**src/rtl/incr_bus_pkg.sv**
```systemverilog
package incr_bus_pkg;
  typedef enum logic {
    CHAIN_RIPPLE = 1'b0,
    CHAIN_PREFIX = 1'b1
  } chain_e;
endpackage

```
**src/rtl/incr_xor_scan.sv**
```systemverilog
module incr_xor_scan
  import incr_bus_pkg::*;
#(
  parameter int     WIDTH = 6,
  parameter chain_e CHAIN = CHAIN_PREFIX
) (
  input  logic             seed_i,
  input  logic [WIDTH-1:0] bits_i,
  output logic [WIDTH:0]   lines_o
);
  localparam int LW   = WIDTH + 1;
  localparam int LVLS = (LW > 1) ? $clog2(LW) : 1;

  generate
    if (CHAIN == CHAIN_RIPPLE) begin : g_ripple
      logic [WIDTH:0] acc;
      always_comb begin
        acc[0] = seed_i;
        for (int k = 0; k < WIDTH; k++) begin
          acc[k+1] = acc[k] ^ bits_i[k];
        end
      end
      assign lines_o = acc;
    end else begin : g_prefix
      // log-depth parallel prefix over {bits, seed}
      logic [LVLS:0][WIDTH:0] st;
      assign st[0] = {bits_i, seed_i};
      for (genvar l = 0; l < LVLS; l++) begin : g_lvl
        for (genvar i = 0; i < LW; i++) begin : g_el
          if (i >= (1 << l)) begin : g_comb
            assign st[l+1][i] = st[l][i] ^ st[l][i-(1<<l)];
          end else begin : g_pass
            assign st[l+1][i] = st[l][i];
          end
        end
      end
      assign lines_o = st[LVLS];
    end
  endgenerate


  always_comb begin
    last_line_parity_chk: assert (lines_o[WIDTH] == (seed_i ^ (^bits_i)));
  end
endmodule

```
**src/rtl/incr_bus_enc.sv**
```systemverilog
module incr_bus_enc
  import incr_bus_pkg::*;
#(
  parameter int     WIDTH   = 6,
  parameter logic   SEED    = 1'b0,
  parameter chain_e CHAIN   = CHAIN_PREFIX,
  parameter int     ENC_LAT = 2
) (
  input  logic             clk_i,
  input  logic             rst_ni,
  input  logic [WIDTH-1:0] data_i,
  input  logic             valid_i,
  output logic [WIDTH:0]   line_o,
  output logic             valid_o
);
  localparam int LW = WIDTH + 1;

  logic [WIDTH:0] scan;

  incr_xor_scan #(
    .WIDTH (WIDTH),
    .CHAIN (CHAIN)
  ) u_scan (
    .seed_i  (SEED),
    .bits_i  (data_i),
    .lines_o (scan)
  );

  // register stages behind the scan, free to be retimed into it
  logic [ENC_LAT-1:0][LW-1:0] pipe_q;
  logic [ENC_LAT-1:0]         vld_q;

  always_ff @(posedge clk_i or negedge rst_ni) begin
    if (!rst_ni) begin
      pipe_q <= '0;
      vld_q  <= '0;
    end else begin
      vld_q[0] <= valid_i;
      if (valid_i) pipe_q[0] <= scan;
      for (int s = 1; s < ENC_LAT; s++) begin
        vld_q[s] <= vld_q[s-1];
        if (vld_q[s-1]) pipe_q[s] <= pipe_q[s-1];
      end
    end
  end

  assign line_o  = pipe_q[ENC_LAT-1];
  assign valid_o = vld_q[ENC_LAT-1];


  line0_seed_chk: assert property (@(posedge clk_i) disable iff (!rst_ni)
    valid_o |-> line_o[0] == SEED);


  enc_hold_chk: assert property (@(posedge clk_i) disable iff (!rst_ni)
    !valid_o |-> $stable(line_o));
endmodule

```
**src/rtl/incr_bus_dec.sv**
```systemverilog
module incr_bus_dec #(
  parameter int WIDTH = 6
) (
  input  logic             clk_i,
  input  logic             rst_ni,
  input  logic [WIDTH:0]   line_i,
  input  logic             valid_i,
  output logic [WIDTH-1:0] data_o,
  output logic             valid_o
);
  logic [WIDTH-1:0] data_q;
  logic             vld_q;

  always_ff @(posedge clk_i or negedge rst_ni) begin
    if (!rst_ni) begin
      data_q <= '0;
      vld_q  <= 1'b0;
    end else begin
      vld_q <= valid_i;
      if (valid_i) data_q <= line_i[WIDTH:1] ^ line_i[WIDTH-1:0];
    end
  end

  assign data_o  = data_q;
  assign valid_o = vld_q;


  dec_valid_rise_chk: assert property (@(posedge clk_i) disable iff (!rst_ni)
    valid_i |=> valid_o);


  dec_valid_idle_chk: assert property (@(posedge clk_i) disable iff (!rst_ni)
    !valid_i |=> !valid_o);

  // word parity depends only on the two end lines
  dec_parity_chk: assert property (@(posedge clk_i) disable iff (!rst_ni)
    valid_i |=> (^data_o) == ($past(line_i[WIDTH]) ^ $past(line_i[0])));


  dec_hold_chk: assert property (@(posedge clk_i) disable iff (!rst_ni)
    !valid_o |-> $stable(data_o));
endmodule

```
**src/rtl/incr_bus_codec.sv**
```systemverilog
module incr_bus_codec
  import incr_bus_pkg::*;
#(
  parameter int     WIDTH   = 6,
  parameter logic   SEED    = 1'b0,
  parameter chain_e CHAIN   = CHAIN_PREFIX,
  parameter int     ENC_LAT = 2
) (
  input  logic             clk_i,
  input  logic             rst_ni,
  input  logic [WIDTH-1:0] tx_data_i,
  input  logic             tx_valid_i,
  output logic [WIDTH:0]   line_o,
  output logic             line_valid_o,
  input  logic [WIDTH:0]   rx_line_i,
  input  logic             rx_valid_i,
  output logic [WIDTH-1:0] rx_data_o,
  output logic             rx_valid_o
);
  incr_bus_enc #(
    .WIDTH   (WIDTH),
    .SEED    (SEED),
    .CHAIN   (CHAIN),
    .ENC_LAT (ENC_LAT)
  ) u_enc (
    .clk_i   (clk_i),
    .rst_ni  (rst_ni),
    .data_i  (tx_data_i),
    .valid_i (tx_valid_i),
    .line_o  (line_o),
    .valid_o (line_valid_o)
  );

  incr_bus_dec #(
    .WIDTH (WIDTH)
  ) u_dec (
    .clk_i   (clk_i),
    .rst_ni  (rst_ni),
    .line_i  (rx_line_i),
    .valid_i (rx_valid_i),
    .data_o  (rx_data_o),
    .valid_o (rx_valid_o)
  );
endmodule

```
**config.mk**
```make
export PLATFORM = sky130hd
export DESIGN_NAME = incr_bus_codec
export DESIGN_NICKNAME = d
export VERILOG_FILES = /design/src/rtl/incr_bus_pkg.sv /design/src/rtl/incr_xor_scan.sv /design/src/rtl/incr_bus_enc.sv /design/src/rtl/incr_bus_dec.sv /design/src/rtl/incr_bus_codec.sv
export SDC_FILE = /design/constraint.sdc
export NUM_CORES = 1
export LEC_CHECK = 0
export BUFFER_PORTS_ARGS = -buffer_cell sky130_fd_sc_hd__buf_2
export CORE_ASPECT_RATIO = 1.25
export CORE_UTILIZATION = 47
export CTS_CLUSTER_DIAMETER = 100
export DETAILED_ROUTE_END_ITERATION = 10
export MAX_ROUTING_LAYER = met4
export PLACE_DENSITY = 0.74
export SETUP_SLACK_MARGIN = 0.4
export SYNTH_ARGS = -nofsm -noshare
export SYNTH_HDL_FRONTEND = slang
export SYNTH_HIERARCHICAL = 1
export SYNTH_SLANG_ARGS = --single-unit
```
**constraint.sdc**
```tcl
create_clock -name clk_i -period 2.24 [get_ports clk_i]
set_input_delay 0.112 -clock clk_i [delete_from_list [all_inputs] [get_ports clk_i]]
set_output_delay 0.112 -clock clk_i [all_outputs]
set_load 0.1 [all_outputs]
```
==> metrics.md <==
| Metric | Value |
|---|---|
| Total Nets Final | 120 |
| Top-level I/O count | 32 |
| Area growth, synth to finish | 12.51% |
| Unrepaired setup endpoints after global routing | no |
| Origin of the critical flop-to-flop path | u_enc/vld_q[0]$_DFF_PN0_ |
| Reported max-cap violation count | 0 |
| Buffer count from post-CTS setup fixing | 0 |
| Yosys top cell area share | 49.62% |
| Via count of the first global-routing pass | 611 |
| Wire length of the first global-routing pass | 2.532 mm |
| Antenna violations before repair | 0 |
| Synthesized-area fraction occupied by and/or/nand/nor cells | 2.805% |
| H-tree depth | 1 |
| Total negative slack | 0 ps |
| Placed cell area | 1267 sq um |
| NetSw | 0.6451 mW |
| First drt pass iteration count | 3 |
| End point of the critical path | rx_data_o[3] |
| Count of buffer and inverter cells on the critical path | 1 |
| Cells resized by post-CTS repair | 0 |
| Final setup violation count | 0 |
| Crit path capture type | output port |
| Height of the die | 57.54 microns |
| Depth of the worst register-to-register path | 1 |
| Core area | 2258 sq um |
| Top Family by Delay on Critical Path | buffers and inverters |
| Critical path startpoint | u_dec/data_o[3]$_DFFE_PN0P_ |
| Top post-synthesis cells by count | sky130_fd_sc_hd__dfrtp_1, sky130_fd_sc_hd__mux2_4, sky130_fd_sc_hd__buf_4, sky130_fd_sc_hd__xnor2_1 |
| Kind of critical path | reg -> out |
| # fillers | 187 |
| Number of vias per cell | 4.534 |
| DR iter-0 viols | 7 |
| Post-synthesis register bit count | 23 |
| CTS tree | yes |
| Sequential area share after synthesis | 49.62% |
| Wire length per cell after detailed routing | 11.11 microns |
| Yosys cell types | 14 |
| Multiplexer share of the synthesized area | 18.12% |
| CTS root buf | sky130_fd_sc_hd__clkbuf_4 |
| Synth Flop Type | sky130_fd_sc_hd__dfrtp_1 |
| Kind of start point of the critical path | register |
| GRT Resource Usage Total | 13.62% |
| Largest stage delay on the critical path | 430 ps |
| Worst Skew | 4.119 ps |
| Clk pwr share | 12.8% |
| Most frequently used cell type in the post-synthesis netlist | sky130_fd_sc_hd__dfrtp_1 |
| Placed wire-length estimate | 1.118 mm |
| Worst reg2reg setup slack | 1160 ps |
| Switching share of power | 45.93% |
| Final Slew Violations | 0 |
| Largest cells by area after synthesis | sky130_fd_sc_hd__dfrtp_1, sky130_fd_sc_hd__mux2_4, sky130_fd_sc_hd__xnor3_1 |
| Final routed DRC violation total | 0 |
| Pin count of the biggest net entering global routing | 24 |
| Maximum fanout along the worst path | 2 |
| Placer's final routability congestion estimate | 0.7285 |
| Initial Utilization | 51.36% |
| Clk sink count | 23 |
| Hold_buf cts | 1 |
| Number of antenna repair diodes | 0 |
| Number of flops mapped to enable cells by yosys | 0 |
| CP cell instances | buf_2 |
| Fraction of synthesized cell area in xor and xnor cells | 17.15% |
| Final cycle utilization of the critical path | 54.86% |
| Clock slew at reported path FFs | 120 ps |
| Endpoint of the lowest-slack register-to-register path | u_enc/line_o[5]$_DFFE_PN0P_ |
| Post-route standard cell area excluding fillers | 1305 sq um |
| Area share of fa/ha/maj cells after synthesis | 0% |
| Cell count along the critical path | 1 |
| Largest vdd supply drop | 0.6279 mV |
| Cell with the largest stage delay on the worst path | sky130_fd_sc_hd__buf_2 |
| Number of hold-slack violations in the final timing report | 0 |
| Clock buffers created by TritonCTS | 3 |
| Minimum clock period | 1229 ps |
| Warnings from Yosys | 6 |
| Power share of the combinational group | 48.1% |
| Leak pwr | 0.6564 nW |
| Async SR Flop Fraction | 100.0% |
| Aggregate routed wire length | 1.477 mm |
| Synthesized area | 1160 sq um |
| Proportion of layout cells with a drive suffix above 1 | 57.84% |
| Mean post-synth cell area | 15.46 sq um |
| Die area | 2672 sq um |
| Synthesized instance count | 75 |
| Area fraction in compound gates after synthesis | 3.883% |
| Internal | 0.7596 mW |
| Insertion delay to the later sink of the worst-skew pair | 300 ps |
| Total vias in the final route | 603 |
| Run status | finished clean |
| Worst hold path type | in -> reg |
| CTS max path bufs | 2 |
| Part of the total power dissipated in sequential elements | 39.1% |
| Cell taking the most area after synthesis | sky130_fd_sc_hd__dfrtp_1 |
| Die width | 46.43 microns |
| Endpoint required time on the critical path | 2130 ps |
| Overflow left after global routing | 0 |
| Rows | 19 |
| ANT nets after route | 0 |
| Number of buffer cells added on primary ports | 31 |
| Total power divided by cell area | 1076 nW/um^2 |
| Fmax | 0.8138 GHz |
| Endpoint arrival time on the critical path | 1120 ps |
| Dominant combinational cell family by area after synthesis | multiplexers |
[cell type report]
| class | count | area, sq um | share of cell area, % |
|---|---|---|---|
| Clock buffer | 3 | 22.52 | 1.726 |
| Multi-Input combinational cell | 43 | 498.0 | 38.16 |
| Tap cell | 31 | 38.79 | 2.972 |
| Clock inverter | 1 | 5.005 | 0.3835 |
| Sequential cell | 23 | 575.6 | 44.10 |
| Timing Repair Buffer | 32 | 165.2 | 12.66 |
[kinds of logic (layout without fill, tap and decap cells)]
family | Yosys count | after routing
DFF | 23 | 23
xor gates and xnor gates | 14 | 14
buffers and inverters | 11 | 36
muxes | 14 | 14
AOI/OAI and AO/OA | 6 | 6
and+or+nand+nor | 6 | 6
other | 1 | 3
[power by group through the flow]
stage               Combinational, mW  Sequential, mW  Clock (mW)
floorplan                       0.537           0.655           0
global placement                0.671           0.558           0
detailed placement              0.676           0.560           0
CTS                             0.680           0.551       0.195
global route                    0.704           0.563       0.210
finish                          0.676           0.549       0.180
[through the flow]
step                setup WS, ps  instances  util (%)  hold WS [ps]  power (mW)
CTS                        994.1        133     57.78         44.21       1.426
global placement           835.6        128     56.12         102.7       1.230
finish                      1011        133     57.78         55.24       1.405
floorplan                  983.8         77         -        -183.6       1.193
global route               941.3        133     57.78         35.47       1.477
detailed placement         818.1        128     56.12         104.5       1.236
[sequential cells by signal, indices dropped and copies added (netlist names)]
signal / cells
u_enc/line_o: 7
u_dec/data_o: 6
u_enc/vld_q: 2
u_dec/valid_o: 1
u_enc/pipe_q: 7
[layout by cell type (no fill, tap or decap)]
cell	n
sky130_fd_sc_hd__conb_1	3
sky130_fd_sc_hd__xnor2_1	7
sky130_fd_sc_hd__xor3_4	1
sky130_fd_sc_hd__xor3_2	1
sky130_fd_sc_hd__buf_2	31
sky130_fd_sc_hd__dfrtp_1	23
sky130_fd_sc_hd__clkbuf_4	3
sky130_fd_sc_hd__mux2_4	14
sky130_fd_sc_hd__clkinv_2	1
sky130_fd_sc_hd__dlygate4sd3_1	1
sky130_fd_sc_hd__nor2_1	2
sky130_fd_sc_hd__xnor3_1	3
sky130_fd_sc_hd__nor2_2	4
sky130_fd_sc_hd__xor2_1	2
sky130_fd_sc_hd__a21oi_1	2
sky130_fd_sc_hd__a21oi_2	4
[worst min-delay path by stage]
stage,startpoint,endpoint,slack [ps],cells after the start
after floorplan,rst_ni,u_dec/data_o[0]$_DFFE_PN0P_,-180,0
after detailed placement,rst_ni,u_enc/line_o[5]$_DFFE_PN0P_,100,1
after CTS,tx_valid_i,u_enc/vld_q[0]$_DFF_PN0_,40,1
after global placement,rst_ni,u_enc/pipe_q[1]$_DFFE_PN0P_,100,1
final,tx_valid_i,u_enc/vld_q[0]$_DFF_PN0_,60,1
after global routing,tx_valid_i,u_enc/vld_q[0]$_DFF_PN0_,40,1
[routing by layer]
metal  vias up  part of all wire [%]  global-route usage [%]
li1        291                     -                       -
met1       296                    43                   16.12
met2        14                    53                   21.43
met3         2                   3.3                   2.848
met4         0                  0.47                   6.303
met5         -                     0                       -
(Power assumes the default switching activity.)
